===== src/rtl/mapper_pkg.sv =====
package mapper_pkg;

  localparam int CPU_AW      = 16;
  localparam int PPU_AW      = 14;
  localparam int PRG_PAGE_W  = 13;
  localparam int CHR_PAGE_W  = 10;
  localparam int NT_PAGE_W   = 10;
  localparam int PRG_WINDOWS = 3;
  localparam int CHR_WINDOWS = 8;
  localparam int CHR_IDX_W   = $clog2(CHR_WINDOWS);

  typedef enum logic [1:0] {
    TGT_NONE   = 2'd0,
    TGT_PRG    = 2'd1,
    TGT_CHR    = 2'd2,
    TGT_LAYOUT = 2'd3
  } wr_target_e;

  typedef enum logic [1:0] {
    LAYOUT_SIDE   = 2'd0,
    LAYOUT_STACK  = 2'd1,
    LAYOUT_SOLO_A = 2'd2,
    LAYOUT_SOLO_B = 2'd3
  } layout_e;

endpackage


===== src/rtl/mapper_regfile.sv =====
module mapper_regfile
  import mapper_pkg::*;
#(
  parameter int PRG_BANK_W = 8,
  parameter int CHR_BANK_W = 8
) (
  input  logic                                         clk,
  input  logic                                         rst,
  input  logic                                         wr_en,
  input  logic [CPU_AW-1:0]                            wr_addr,
  input  logic [7:0]                                   wr_data,
  output logic [PRG_WINDOWS-1:0][PRG_BANK_W-1:0]       prg_bank,
  output logic [CHR_WINDOWS-1:0][CHR_BANK_W-1:0]       chr_bank,
  output logic [1:0]                                   layout
);

  logic [3:0]           region;
  logic                 sub;
  wr_target_e           target;
  logic [1:0]           prg_idx;
  logic [CHR_IDX_W-1:0] chr_idx;
  logic [3:0]           region_off;
  logic                 unused_addr_bits;

  assign region           = wr_addr[15:12];
  assign sub              = wr_addr[4];
  assign region_off       = region - 4'hA;
  assign unused_addr_bits = ^{wr_addr[11:5], wr_addr[3:0]};

  always_comb begin
    target  = TGT_NONE;
    prg_idx = 2'd0;
    chr_idx = '0;
    case (region)
      4'h8: begin
        target  = TGT_PRG;
        prg_idx = {1'b0, sub};
      end
      4'h9: begin
        if (!sub) begin
          target  = TGT_PRG;
          prg_idx = 2'd2;
        end
      end
      4'hA, 4'hB, 4'hC, 4'hD: begin
        target  = TGT_CHR;
        chr_idx = {region_off[1:0], sub};
      end
      4'hE: begin
        if (!sub) target = TGT_LAYOUT;
      end
      default: target = TGT_NONE;
    endcase
  end

  for (genvar i = 0; i < PRG_WINDOWS; i++) begin : g_prg
    always_ff @(posedge clk) begin
      if (rst)
        prg_bank[i] <= '0;
      else if (wr_en && target == TGT_PRG && prg_idx == 2'(i))
        prg_bank[i] <= PRG_BANK_W'(wr_data);
    end
  end

  for (genvar j = 0; j < CHR_WINDOWS; j++) begin : g_chr
    always_ff @(posedge clk) begin
      if (rst)
        chr_bank[j] <= '0;
      else if (wr_en && target == TGT_CHR && chr_idx == CHR_IDX_W'(j))
        chr_bank[j] <= CHR_BANK_W'(wr_data);
    end
  end

  always_ff @(posedge clk) begin
    if (rst)
      layout <= LAYOUT_SIDE;
    else if (wr_en && target == TGT_LAYOUT)
      layout <= wr_data[1:0];
  end

endmodule


===== src/rtl/mapper_prg_xlate.sv =====
module mapper_prg_xlate
  import mapper_pkg::*;
#(
  parameter int PRG_BANK_W = 8
) (
  input  logic [CPU_AW-1:0]                      cpu_addr,
  input  logic [PRG_WINDOWS-1:0][PRG_BANK_W-1:0] prg_bank,
  output logic [PRG_BANK_W+PRG_PAGE_W-1:0]       rom_addr
);

  logic [PRG_BANK_W-1:0] bank;

  always_comb begin
    if (!cpu_addr[15]) begin
      bank = '0;
    end else begin
      case (cpu_addr[14:13])
        2'd0:    bank = prg_bank[0];
        2'd1:    bank = prg_bank[1];
        2'd2:    bank = prg_bank[2];
        default: bank = '1;
      endcase
    end
  end

  assign rom_addr = {bank, cpu_addr[PRG_PAGE_W-1:0]};

endmodule


===== src/rtl/mapper_chr_xlate.sv =====
module mapper_chr_xlate
  import mapper_pkg::*;
#(
  parameter int CHR_BANK_W = 8
) (
  input  logic [PPU_AW-1:0]                      ppu_addr,
  input  logic [CHR_WINDOWS-1:0][CHR_BANK_W-1:0] chr_bank,
  output logic [CHR_BANK_W+CHR_PAGE_W-1:0]       rom_addr
);

  logic [CHR_IDX_W-1:0] win;
  logic                 unused_hi;

  assign win       = ppu_addr[CHR_PAGE_W +: CHR_IDX_W];
  assign unused_hi = ^ppu_addr[PPU_AW-1:CHR_PAGE_W+CHR_IDX_W];
  assign rom_addr  = {chr_bank[win], ppu_addr[CHR_PAGE_W-1:0]};

endmodule


===== src/rtl/mapper_nt_fold.sv =====
module mapper_nt_fold
  import mapper_pkg::*;
(
  input  logic [PPU_AW-1:0] ppu_addr,
  input  logic [1:0]        layout,
  output logic [NT_PAGE_W:0] vram_addr
);

  logic page;
  logic unused_hi;

  assign unused_hi = ^ppu_addr[PPU_AW-1:12];

  always_comb begin
    case (layout_e'(layout))
      LAYOUT_SIDE:   page = ppu_addr[10];
      LAYOUT_STACK:  page = ppu_addr[11];
      LAYOUT_SOLO_A: page = 1'b0;
      default:       page = 1'b1;
    endcase
  end

  assign vram_addr = {page, ppu_addr[NT_PAGE_W-1:0]};

endmodule


===== src/rtl/cart_bank_mapper.sv =====
module cart_bank_mapper
  import mapper_pkg::*;
#(
  parameter int PRG_BANK_W = 8,
  parameter int CHR_BANK_W = 8
) (
  input  logic                               clk,
  input  logic                               rst,
  input  logic                               cpu_wr,
  input  logic [15:0]                        cpu_wr_addr,
  input  logic [7:0]                         cpu_wr_data,
  input  logic [15:0]                        cpu_rd_addr,
  output logic [PRG_BANK_W+PRG_PAGE_W-1:0]   prg_rom_addr,
  input  logic [13:0]                        ppu_addr,
  output logic [CHR_BANK_W+CHR_PAGE_W-1:0]   chr_rom_addr,
  output logic [NT_PAGE_W:0]                 vram_addr
);

  logic [PRG_WINDOWS-1:0][PRG_BANK_W-1:0] prg_bank_q;
  logic [CHR_WINDOWS-1:0][CHR_BANK_W-1:0] chr_bank_q;
  logic [1:0]                             layout_q;

  mapper_regfile #(
    .PRG_BANK_W(PRG_BANK_W),
    .CHR_BANK_W(CHR_BANK_W)
  ) u_regs (
    .clk      (clk),
    .rst      (rst),
    .wr_en    (cpu_wr),
    .wr_addr  (cpu_wr_addr),
    .wr_data  (cpu_wr_data),
    .prg_bank (prg_bank_q),
    .chr_bank (chr_bank_q),
    .layout   (layout_q)
  );

  mapper_prg_xlate #(
    .PRG_BANK_W(PRG_BANK_W)
  ) u_prg (
    .cpu_addr (cpu_rd_addr),
    .prg_bank (prg_bank_q),
    .rom_addr (prg_rom_addr)
  );

  mapper_chr_xlate #(
    .CHR_BANK_W(CHR_BANK_W)
  ) u_chr (
    .ppu_addr (ppu_addr),
    .chr_bank (chr_bank_q),
    .rom_addr (chr_rom_addr)
  );

  mapper_nt_fold u_nt (
    .ppu_addr  (ppu_addr),
    .layout    (layout_q),
    .vram_addr (vram_addr)
  );

endmodule


===== config.mk =====
export PLATFORM = sky130hd
export DESIGN_NAME = cart_bank_mapper
export DESIGN_NICKNAME = d
export VERILOG_FILES = /design/src/rtl/mapper_pkg.sv /design/src/rtl/mapper_regfile.sv /design/src/rtl/mapper_prg_xlate.sv /design/src/rtl/mapper_chr_xlate.sv /design/src/rtl/mapper_nt_fold.sv /design/src/rtl/cart_bank_mapper.sv
export SDC_FILE = /design/constraint.sdc
export NUM_CORES = 1
export LEC_CHECK = 0
export BUFFER_PORTS_ARGS = -buffer_cell sky130_fd_sc_hd__buf_2
export CAP_MARGIN = 20
export CORE_ASPECT_RATIO = 0.7
export CORE_UTILIZATION = 58
export CTS_CLUSTER_SIZE = 8
export DETAILED_ROUTE_END_ITERATION = 6
export PLACE_DENSITY = 0.85
export SLEW_MARGIN = 20
export SYNTH_ARGS = -nofsm -noshare
export SYNTH_HDL_FRONTEND = slang
export SYNTH_SLANG_ARGS = --single-unit

===== constraint.sdc =====
create_clock -name clk -period 5 [get_ports clk]
set_clock_uncertainty 0.05 [all_clocks]
set_input_delay 1 -clock clk [delete_from_list [all_inputs] [get_ports clk]]
set_output_delay 1 -clock clk [all_outputs]
set_load 0.02 [all_outputs]

# After elaboration in Yosys (flattened, before gate mapping)
# Index checks and enable logic that the tools add are counted.
[classes]
n_addsub = 1
magnitude_cmp = 1
reduce_logical = 19
eq_ne = 23
muxes = 11
[ops]
columns = ["op", "count"]
rows = [
  ["$eq 4x4->1 const B", 7],
  ["$bmux 8 s3", 1],
  ["$pmux 8 s3", 1],
  ["$mux 8", 2],
  ["$logic_and 1x1->1", 14],
  ["$eq 3x3->1 const B", 4],
  ["$eq 2x2->1 const B", 5],
  ["$eq 2x1->1 const B", 4],
  ["$pmux 2 s4", 1],
  ["$eq 3x2->1 const B", 2],
  ["$logic_not 2->1", 3],
  ["$lt 3x4->1 const B", 1],
  ["$mux 2", 2],
  ["$pmux 2 s2", 1],
  ["$reduce_or 4->1", 1],
  ["$eq 3x1->1 const B", 1],
  ["$logic_not 3->1", 1],
  ["$mux 3", 1],
  ["$pmux 1 s3", 1],
  ["$sub 2x2->2 const B", 1],
  ["$mux 1", 1],
]
[word_totals]
elab_cells = 67
in_bits = 57
output_inout_bits = 50
ff_bits = 90

# Longest topological paths before layout
[depth]
word_depth = 6
ltp_mapped = 5
ltp_nobuf = 3

# By module
# From an unflattened synthesis, not the netlist that was laid out.
[unflattened]
cells_unflattened = 407
area_unflattened_um2 = 4644.5
[by_module_without_submodules]
columns = ["mod", "seq_area_each_um2", "n_inst", "area_per_inst_um2", "cells_each"]
rows = [
  ["mapper_regfile", 1801.7, 1, 3607.2, 320],
  ["mapper_chr_xlate", 0.0, 1, 625.6, 39],
  ["mapper_prg_xlate", 0.0, 1, 312.8, 34],
  ["mapper_nt_fold", 0.0, 1, 98.8, 14],
]

# Worst setup path after synthesis
# Ideal clock, no wire load.
[synth_timing]
path_kind = "in2out"
from = "input ppu_addr[10]"
to = "output chr_rom_addr[10]"
n_path_buf = 2
arrival_time_ps = 2039
slack_ps = 1911
required_ps = 3950
cell_stages = 4
cell_sequence = "buf_6 -> buf_12 -> mux4_2 -> mux2_4"
[synth_between]
elab_chain_len = 2
[synth_lines]
columns = ["item", "line", "source"]
rows = [
  ["start: declaration", "cart_bank_mapper.sv:14", "input logic [13:0] ppu_addr,"],
  ["$bmux 8 s3", "mapper_chr_xlate.sv:16", "assign rom_addr = {chr_bank[win], ppu_addr[CHR_PAGE_W-1:0]};"],
  ["$mux 8 (not written as such)", "mapper_chr_xlate.sv:16", ""],
  ["end: declaration", "cart_bank_mapper.sv:15", "output logic [CHR_BANK_W+CHR_PAGE_W-1:0] chr_rom_addr,"],
]
# Every way passes these cells. The select of a mux whose other input is x is not followed.

# Final worst setup path
[layout_timing]
from = "input ppu_addr[10]"
to = "output chr_rom_addr[11]"
# Same word-level chain as after synthesis.

==> impl_metrics.ini <==
[final_layout]
area_growth_syn_to_layout_pct = 3.28
antenna_cells = 0
multi_input_area_um2 = 2370
n_fill_cell = 587
postLayoutCellArea_um2 = 4730
final_common_cell = nand2b_1
regArea_um2 = 1800
drive_above_1_share_pct = 23.7
stdcell_count = 495
final_cell_mix = nand2b_1, mux2i_1, dfxtp_1
num-nets-final = 449

[worst_setup_path]
critPathMostFrequentCell = buf_2
slowest_delay_ps = 620
cp_max_fo = 17
crit_slowest_cell = mux4_1
crit_path_end_kind = output port
cp_data_arrival_time_ps = 2530
critical_path_required_ps = 3950
cp_cell_sequence = buf_2 -> mux4_1 -> mux2_4 -> buf_2
worstSetupPathType = primary input to output port
cp_num_buf_inv = 2
start_kind = primary input
critPathTopFamily = multiplexers

[die]
die-area_um2 = 8250
ios = 107
rows = 26
core_area_um2 = 7450
die_height_um = 76.3
start_util_pct = 61.4
die_x_um = 108

[placed_design]
portBuffers = 38
dp_cells = 479
dp_slack_ps = 1410
gp_congestion = 0.713
dp_hpwl_um = 5900
dpl-instance-area_um2 = 4490

[power_and_ir_drop]
power.switching_w = 0.000315
clkPwrFrac_pct = 41.3
cell_internal_pwr_w = 0.00109
p_leak_nw = 2.35
switching_share_pct = 22.5
pwr-share-seq_pct = 51.7
power_density_nw_per_um2 = 296
combPwrFrac_pct = 7.0
peakVddDrop_mv = 0.213

[route]
vias_per_cell = 5.71
ant_nets = 0
drt-initial-drc-count = 181
num_vias = 2824
wire_per_inst_um = 17.8
wirelength_um = 8830
drc = 0
firstDrtPassIters = 5

[clock_tree]
cts_hold_buf = 0
h-tree-depth = 3
tritoncts = yes
cts_setup_buffers = 0
postCtsResizedCells = 0
clock_sinks = 90
cts_buffers = 9
cts.clk_slew.worst_paths_ps = 80
cts_root_buf = clkbuf_8
cts.path.max_buffers = 2
clk_latency_ps = 370

[synthesis]
avgSynthCellArea_um2 = 11.3
synth_simple_gate_area_share_pct = 16.8
yosysUniqueCellTypes = 25
yosysSeqAreaShare_pct = 39.4
synth_seq_cells = 90
synthMuxAreaShare_pct = 32.8
synth_top_family_by_area = multiplexers
syn-cell-area_um2 = 4580
synth-xor-area-share_pct = 0
ys_warn_count = 0
synth_adder_area_share_pct = 0
synth-compound-area-share_pct = 2.08
synth_cells = 405
syn_nets = 462

[status]
outcome = completed

[grt]
antenna_found_initial = 0
grt_max_degree = 62
gr-total-overflow = 0
first_global_vias = 2847
grt_pass1_wl_um = 14500
grt_use_total_pct = 23.4

[hold_path]
hold_path.class = flop to flop

[sta]
fin_setup_tns_ps = 0
fin_crit_ps = 3580
slew_headroom_pct = 32.6
fin_crit_sh_pct = 71.6
worst_slack_ps = 1420
drv_slew = 0
setup_violations = 0
tightestPinTransition_ps = 998
fmax_mhz = 279
final_hold_viol_count = 0
rsz0062_at_grt = no

[job]
drv_cap = 0
==> synthesized netlist by cell type, drive strengths merged <==
library cell	instances	share of area (%)
clkbuf	12	0.98
buf	51	7.9
nand2b	99	14
mux2	16	4.6
and2b	1	0.16
o21ai	1	0.11
mux4	16	8.5
dfxtp	90	39
nand2	9	0.90
and4b	2	0.44
nand3	2	0.44
nor2	2	0.16
nor4bb	1	0.22
and2	2	0.27
nor2b	1	0.14
mux2i	90	20
nand4	2	0.55
o221a	8	2.0
==> path summary, 6_finish.rpt <==
| check | startpoint | to | slack [ps] | depth (start not counted) |
|---|---|---|---|---|
| setup / recovery | ppu_addr[10] | chr_rom_addr[11] | 1420 | 4 |
| setup reg to reg | u_regs.chr_bank[49]$_SDFFE_PP0P_ | u_regs.chr_bank[49]$_SDFFE_PP0P_ | 4310 | 2 |
| hold reg to reg | u_regs.chr_bank[38]$_SDFFE_PP0P_ | u_regs.chr_bank[38]$_SDFFE_PP0P_ | 420 | 2 |
| hold / removal | u_regs.chr_bank[38]$_SDFFE_PP0P_ | u_regs.chr_bank[38]$_SDFFE_PP0P_ | 420 | 2 |
==> power by group through the flow <==
| stage | Sequential, W | Combinational (W) | Clock [W] |
|---|---|---|---|
| after floorplan | 0.000740 | 0.000115 | 0 |
| after global placement | 0.000740 | 0.0000965 | 0 |
| after detailed placement | 0.000741 | 0.0000983 | 0 |
| after CTS | 0.000724 | 0.0000985 | 0.000586 |
| after global routing | 0.000725 | 0.000105 | 0.000610 |
| final | 0.000724 | 0.0000977 | 0.000579 |
==> layout make-up <==
cell class                      count  area share (%)
Tap cell                           98            2.59
Clock inverter                      4            1.54
Clock buffer                       12            3.49
Sequential cell                    90            38.1
Timing Repair Buffer               39            4.18
Multi-Input combinational cell    252            50.1
==> through the flow <==
step	hold WS (ps)	utilization [%]	power [W]
2_1_floorplan	394	-	0.000855
3_3_place_gp	404	60.2	0.000837
3_5_place_dp	415	60.2	0.000839
4_1_cts	429	63.4	0.00141
5_1_grt	443	63.4	0.00144
6_report	425	63.4	0.00140
==> cell families (layout without fill, tap and decap cells) <==
kind of cell / after synthesis / count (layout)
simple gates: 121 / 121
compound gates: 9 / 9
flops: 90 / 90
mux: 122 / 122
buf+inv: 63 / 55
==> routing by layer <==
metal	track usage, %	vias up	wire length (um)
met1	31.3	1421	4020
met2	36.4	51	4290
met4	7.81	0	108
li1	-	1339	-
met3	6.76	13	408
met5	0	-	0
==> sequential cells by signal, summed over array words and instances, names as in the netlist <==
signal,flops
u_regs.chr_bank,64
u_regs.layout,2
u_regs.prg_bank,24
==> worst min-delay path, stage by stage (launching register included) <==
cell	delay, ps
dfxtp_1	320
nand2b_1	60
mux2i_1	50
Note: power is estimated with default switching activity, not from simulation.
